`config.mk`:
```
export PLATFORM = sky130hd
export DESIGN_NAME = branch_addr_unit
export DESIGN_NICKNAME = d
export VERILOG_FILES = /design/src/rtl/agu_pkg.sv /design/src/rtl/agu_offset_sel.sv /design/src/rtl/agu_wrap_add.sv /design/src/rtl/agu_cond_eval.sv /design/src/rtl/branch_addr_unit.sv
export SDC_FILE = /design/constraint.sdc
export NUM_CORES = 1
export LEC_CHECK = 0
export BUFFER_PORTS_ARGS = -buffer_cell sky130_fd_sc_hd__buf_2
export CAP_MARGIN = 20
export CORE_MARGIN = 3
export CORE_UTILIZATION = 49
export CTS_BUF_LIST = sky130_fd_sc_hd__clkbuf_2 sky130_fd_sc_hd__clkbuf_4 sky130_fd_sc_hd__clkbuf_8
export DETAILED_ROUTE_END_ITERATION = 10
export PLACE_DENSITY = 0.92
export SLEW_MARGIN = 20
export SYNTH_ARGS = -nofsm -noshare
export SYNTH_HDL_FRONTEND = slang
export SYNTH_SLANG_ARGS = --single-unit
export TNS_END_PERCENT = 1
```
`constraint.sdc`:
```
create_clock -name clk -period 3.81 [get_ports clk]
set_input_delay 0 -clock clk [delete_from_list [all_inputs] [get_ports clk]]
set_output_delay 0 -clock clk [all_outputs]
set_load 0.01 [all_outputs]
```
`src/rtl/agu_pkg.sv`:
```
// Package: shared types for the branch and address generation unit.
// Assumes a two-bit condition select, with the encoding fixed by the
// instruction decoder that drives it.
package agu_pkg;

    typedef enum logic [1:0] {
        BR_NEVER  = 2'b00,
        BR_ZERO   = 2'b01,
        BR_NEG    = 2'b10,
        BR_ALWAYS = 2'b11
    } br_cond_e;

endpackage

```
`src/rtl/agu_offset_sel.sv`:
```
// Module: agu_offset_sel
// Picks the offset to add to the base: either a full-width register value
// or a narrow immediate that is sign-extended to full width.
// Assumes IMM_W < ADDR_W and two's-complement encoding on both inputs.
module agu_offset_sel #(
    parameter int ADDR_W = 16,
    parameter int IMM_W  = 8
) (
    input  logic [ADDR_W-1:0] reg_off_i,
    input  logic [IMM_W-1:0]  imm_i,
    input  logic              use_imm_i,
    output logic [ADDR_W-1:0] off_o
);
    localparam int EXT_W = ADDR_W - IMM_W;

    logic [ADDR_W-1:0] imm_ext;

    // Low bits of the extended immediate come straight from the field.
    assign imm_ext[IMM_W-1:0] = imm_i;

    // Replicate the immediate's sign bit into each upper bit.
    for (genvar g = 0; g < EXT_W; g++) begin : g_sext
        assign imm_ext[IMM_W+g] = imm_i[IMM_W-1];
    end

    // Choose the offset source.
    always_comb begin
        off_o = use_imm_i ? imm_ext : reg_off_i;
    end

endmodule

```
`src/rtl/agu_wrap_add.sv`:
```
// Module: agu_wrap_add
// Adds two operands of equal width modulo 2^W. The carry out is dropped,
// so nothing reports an overflow. The unit uses it both for base + offset
// and for PC + 1.
module agu_wrap_add #(
    parameter int W = 16
) (
    input  logic [W-1:0] a_i,
    input  logic [W-1:0] b_i,
    output logic [W-1:0] sum_o
);
    // Sum truncated to the operand width.
    always_comb begin
        sum_o = a_i + b_i;
    end

endmodule

```
`src/rtl/agu_cond_eval.sv`:
```
// Module: agu_cond_eval
// Decides whether a branch is taken from the condition select and the ALU
// status flags. Assumes the flags are valid in the same cycle as the select.
module agu_cond_eval
    import agu_pkg::*;
(
    input  logic [1:0] cond_i,
    input  logic       zero_i,
    input  logic       neg_i,
    output logic       take_o
);
    br_cond_e cond;

    // Map the raw select onto the condition type.
    always_comb begin
        cond = br_cond_e'(cond_i);
    end

    // Evaluate the selected condition.
    always_comb begin
        unique case (cond)
            BR_NEVER:  take_o = 1'b0;
            BR_ZERO:   take_o = zero_i;
            BR_NEG:    take_o = neg_i;
            BR_ALWAYS: take_o = 1'b1;
            default:   take_o = 1'b0;
        endcase
    end

endmodule

```
`src/rtl/branch_addr_unit.sv`:
```
// Module: branch_addr_unit
// Top of the branch and address generation unit. It forms base + signed
// offset, evaluates the branch condition and selects the next PC. All three
// results are registered, with one clock of latency.
// Assumes a synchronous active-low reset and a new operand set each cycle.
module branch_addr_unit
    import agu_pkg::*;
#(
    parameter int ADDR_W = 16,
    parameter int IMM_W  = 8
) (
    input  logic              clk,
    input  logic              rst_n,
    input  logic [ADDR_W-1:0] base_i,
    input  logic [ADDR_W-1:0] off_reg_i,
    input  logic [IMM_W-1:0]  imm_i,
    input  logic              use_imm_i,
    input  logic [1:0]        cond_i,
    input  logic              zero_i,
    input  logic              neg_i,
    input  logic [ADDR_W-1:0] pc_i,
    output logic [ADDR_W-1:0] ea_o,
    output logic              take_o,
    output logic [ADDR_W-1:0] next_pc_o
);
    localparam logic [ADDR_W-1:0] PC_STEP = ADDR_W'(1);

    logic [ADDR_W-1:0] offset;
    logic [ADDR_W-1:0] ea_d;
    logic [ADDR_W-1:0] pc_inc;
    logic              take_d;
    logic [ADDR_W-1:0] npc_d;
    logic              live_q;

    agu_offset_sel #(.ADDR_W(ADDR_W), .IMM_W(IMM_W)) u_off (
        .reg_off_i (off_reg_i),
        .imm_i     (imm_i),
        .use_imm_i (use_imm_i),
        .off_o     (offset)
    );

    agu_wrap_add #(.W(ADDR_W)) u_ea_add (
        .a_i   (base_i),
        .b_i   (offset),
        .sum_o (ea_d)
    );

    agu_wrap_add #(.W(ADDR_W)) u_pc_add (
        .a_i   (pc_i),
        .b_i   (PC_STEP),
        .sum_o (pc_inc)
    );

    agu_cond_eval u_cond (
        .cond_i (cond_i),
        .zero_i (zero_i),
        .neg_i  (neg_i),
        .take_o (take_d)
    );

    // Choose the branch target or the fall-through PC.
    always_comb begin
        npc_d = take_d ? ea_d : pc_inc;
    end

    // Register the results and clear them in reset.
    always_ff @(posedge clk) begin
        if (!rst_n) begin
            ea_o      <= '0;
            take_o    <= 1'b0;
            next_pc_o <= '0;
        end else begin
            ea_o      <= ea_d;
            take_o    <= take_d;
            next_pc_o <= npc_d;
        end
    end

    // Mark that at least one operand set has been registered since reset.
    always_ff @(posedge clk) begin
        if (!rst_n) live_q <= 1'b0;
        else        live_q <= 1'b1;
    end

    // a taken branch continues at the computed address.
    a_r9_taken_target: assert property (@(posedge clk) disable iff (!rst_n || !live_q)
        take_o |-> next_pc_o == ea_o);

    // a branch not taken falls through to the PC plus one.
    a_r9_fallthrough: assert property (@(posedge clk) disable iff (!rst_n || !live_q)
        !take_o |-> next_pc_o == ADDR_W'($past(pc_i) + PC_STEP));

    // the never code cannot take a branch.
    a_r5_never: assert property (@(posedge clk) disable iff (!rst_n || !live_q)
        $past(cond_i) == 2'b00 |-> !take_o);

    // the always code takes the branch.
    a_r8_always: assert property (@(posedge clk) disable iff (!rst_n || !live_q)
        $past(cond_i) == 2'b11 |-> take_o);

    // a zero register offset yields the base.
    a_r4_zero_reg: assert property (@(posedge clk) disable iff (!rst_n || !live_q)
        $past(!use_imm_i && off_reg_i == '0) |-> ea_o == $past(base_i));

    // a zero immediate yields the base.
    a_r4_zero_imm: assert property (@(posedge clk) disable iff (!rst_n || !live_q)
        $past(use_imm_i && imm_i == '0) |-> ea_o == $past(base_i));

endmodule

```
Word-level counts from Yosys, hierarchy flattened --
Cells that the tools add are included.
Word-level totals: bits in registers 33, word-level logic and storage cells 12
Operators by class: add/sub/neg operators 2, eq/ne operators 3, muxes and demuxes 3, reductions and logical operators 1
Operator list (count):
- two-way mux 16 bit | 2
- adder 16 x 1 -> 16 bit, second input constant | 1
- adder 16 bit | 1
- == test 2 bit, second input constant | 2
- one-hot mux 1 bit (4 select lines) | 1
- == test 2 x 1 -> 1 bit, second input constant | 1
- logical NOT 2 bit | 1

Depth between registers and ports, before layout --
depth after elaboration 3, mapped depth 11, mapped depth without buffers 10

Hierarchy --
From an unflattened synthesis, not the netlist that was laid out.
Second synthesis, totals: cell total of the unflattened synthesis 312, area total of the unflattened synthesis 2870.3 um^2
By module, submodules not included:
- branch_addr_unit | instances 1, cells each 89, area an instance 1078.5 um^2
- agu_wrap_add at u_pc_add | instances 1, cells each 104, area an instance 805.8 um^2
- agu_wrap_add at u_ea_add | instances 1, cells each 98, area an instance 724.4 um^2
- agu_offset_sel | instances 1, cells each 18, area an instance 249.0 um^2
- agu_cond_eval | instances 1, cells each 3, area an instance 12.5 um^2

Worst setup path after synthesis --
No wires, ideal clock.
path type input port to flip-flop, start input port use_imm_i, end register next_pc_o[13], library setup time 0.079 ns, arrival time 2.593 ns, required time 3.731 ns, setup slack 1.138 ns, cell stages on the path 10, path buffers 2, cells stage by stage clkbuf_1 clkbuf_1 mux2_2 ha_1 a21o_1 a221o_1 a221oi_4 a21oi_2 or4_1 o211ai_1
On the way: word-level cells in the longest chain between the ends 3
RTL lines:
- from (decl) | RTL line branch_addr_unit.sv:17 | input logic use_imm_i,
- two-way mux 16 bit | RTL line agu_offset_sel.sv:28 | off_o = use_imm_i ? imm_ext : reg_off_i;
- adder 16 bit | RTL line agu_wrap_add.sv:14 | sum_o = a_i + b_i;
- two-way mux 16 bit | RTL line branch_addr_unit.sv:63 | npc_d = take_d ? ea_d : pc_inc;
- to (signal assigned) | RTL line branch_addr_unit.sv:75 | next_pc_o <= npc_d;
- to (decl) | RTL line branch_addr_unit.sv:24 | output logic [ADDR_W-1:0] next_pc_o
Every way passes these cells. A chain may end at the register's enable or synchronous reset.

Worst setup path after layout --
Same ends and word-level chain as after synthesis.

==> reports/results.ini <==
[cts]
holdBufCountCts = 0
clockRootBuffer = clkbuf_8
post_cts_buffers = 0
h-tree-depth = 2
cts.sinks = 33
cts_buffers = 5
cts_tree = built
cts.path.max_buffers = 2
cts_resized = 0
clk_pin_slew_worst_paths_ns = 0.06

[floorplan]
initial_core_util = 0.531
die_area_mm2 = 0.00540
coreArea_mm2 = 0.00420
die_width_um = 73.5
pin_count = 96
row_count = 23
dieHeight_um = 73.5

[setup_path]
required_ns = 4.02
cp-start-kind = primary input
worstSetupPathType = primary input to register
cp_max_fo = 17
endpoint_kind = register
worstPathArrival_ns = 2.60
crit_start = use_imm_i
endpoint = next_pc_o[13]$_SDFF_PN0_

[sta]
finalSetupTns_ns = 0
finalHoldViolations = 0
tightest_slew_ns = 0.594
setup_viol = 0
finalMaxSlewViolations = 0
rsz0062_at_grt = false
fmax_mhz = 419
layout_min_cycle_time_ns = 2.38
fin_crit_sh = 0.626
slew_headroom = 0.604

[power]
p_leak_nw = 1.41
power.density_mw_per_mm2 = 372
ir_worst_vdd_mv = 0.151

[grt]
grt_pass1_vias = 2038
gr-total-overflow = 0
grt_max_degree = 25
antenna_found_initial = 0
grt_pass1_wl_um = 9110
track_usage = 0.213

[yosys]
avgSynthCellArea_um2 = 8.46
yosysWarnings = 0
synth_cell_types = 52
synthArstFlopShare = 0
synth_fp_nets = 344
yosysSeqAreaShare = 0.296
synth_seq_cells = 33
synth_top_flop_cell = dfxtp_1
synth_edf_count = 0
syn-instance-count = 264
synth_area_mm2 = 0.00223

[hold_path]
hold_class = primary input to register

[placed_design]
dp_hpwl_um = 4530
gp_congestion = 0.882
port_buffers = 95
dp_cells = 400

[routing]
wl_um = 5570
dr_total_vias = 2204
drtIter0Drc = 114
routedWlPerCell_um = 13.6
drt.antenna.violating_nets = 0
vias_per_cell = 5.40
route.detailed.drc = 0
drtPass1Iterations = 4

[layout]
drive_gt1_frac = 0.324
syn2layout_area_growth_pct = 26.9
fin_cells = 408
layout_common_cells = buf_2, dfxtp_1, nand2_1
fin_util = 0.674
nets = 437
diodes = 0
final_common_cell = buf_2

[job]
drv_cap = 0

[run_status]
status = finished clean

-- synth_stat cells, types with 3 or more instances --
cell,n,area [um2]
dfxtp_1,33,661
nand2_1,17,63.8
a21oi_1,16,80.1
ha_1,16,200
inv_1,16,60.1
xor2_1,16,140
nor2_1,15,56.3
o21ai_0,15,75.1
and2_1,12,75.1
clkbuf_1,8,30.0
nand3_1,8,40.0
a211oi_1,7,52.6
xnor2_1,7,61.3
a21o_1,6,45.0
mux2_2,6,67.6
nor3_1,6,30.0
o21a_1,5,37.5
and4_1,4,35.0
nand4_1,4,25.0
nor3b_1,4,30.0
and3_1,3,18.8
o211a_1,3,30.0
-- how the worst min path moves through the flow --
stage / startpoint / end / slack, ns / depth (start not counted)
floorplan: pc_i[11] / next_pc_o[11]$_SDFF_PN0_ / 0.19 / 2
global placement: pc_i[12] / next_pc_o[12]$_SDFF_PN0_ / 0.33 / 3
detailed placement: pc_i[12] / next_pc_o[12]$_SDFF_PN0_ / 0.33 / 3
CTS: pc_i[0] / next_pc_o[0]$_SDFF_PN0_ / 0.04 / 4
global route: pc_i[12] / next_pc_o[12]$_SDFF_PN0_ / 0.06 / 3
finish: pc_i[12] / next_pc_o[12]$_SDFF_PN0_ / 0.04 / 3
-- kinds of logic after synthesis --
logic type / count (synthesis) / synth area share
buffers and inverters: 27 / 0.0493
xor gates and xnor gates: 23 / 0.0902
adders and majority gates: 17 / 0.0987
muxes: 7 / 0.0348
and+or+nand+nor: 82 / 0.195
DFF: 33 / 0.296
AOI/OAI and AO/OA: 75 / 0.236
-- where the power goes --
group	switching [mW]	leakage [nW]	internal, mW
registers	0.0115	0.275	0.392
clock network	0.119	0.0542	0.163
logic	0.204	1.08	0.165
-- routing by layer --
layer | vias to the layer above | GRT usage | wire length, um
met5 | - | 0 | 0
met4 | 0 | 0.0604 | 65
met3 | 5 | 0.0356 | 423
met2 | 88 | 0.361 | 2660
met1 | 979 | 0.277 | 2420
li1 | 1132 | - | -
-- sequential cells by signal, indices dropped and copies added (netlist names) --
name and cells:
ea_o 16, next_pc_o 16, take_o 1
-- stage by stage --
stage	hold slack, ns	instance area, um2	total power [mW]	setup slack [ns]
finish	0.0419	2830	1.05	1.43
global route	0.0580	2830	1.12	1.17
CTS	0.0389	2830	1.06	1.45
detailed placement	0.334	2730	0.776	1.15
global placement	0.327	2730	0.766	1.27
floorplan	0.191	2230	0.650	1.14
-- critical path, cell delays in order --
cell and delay [ns]:
buf_2 0.25, nand2_1 0.21, o21ai_0 0.15, ha_1 0.33
and2_0 0.24, a221o_1 0.38, a221oi_4 0.34, a21oi_2 0.13
or4_1 0.47, o211ai_1 0.10
-- layout make-up --
type,count,area [um2]
repair buffers,96,483
clock inverters,1,5.00
clock buffers,7,96.3
well taps,50,62.6
multi-input cells,204,1460
fillers,352,1370
flip-flops and latches,33,661
inverters,17,63.8
No activity file was read; power rests on OpenSTA's default activity.
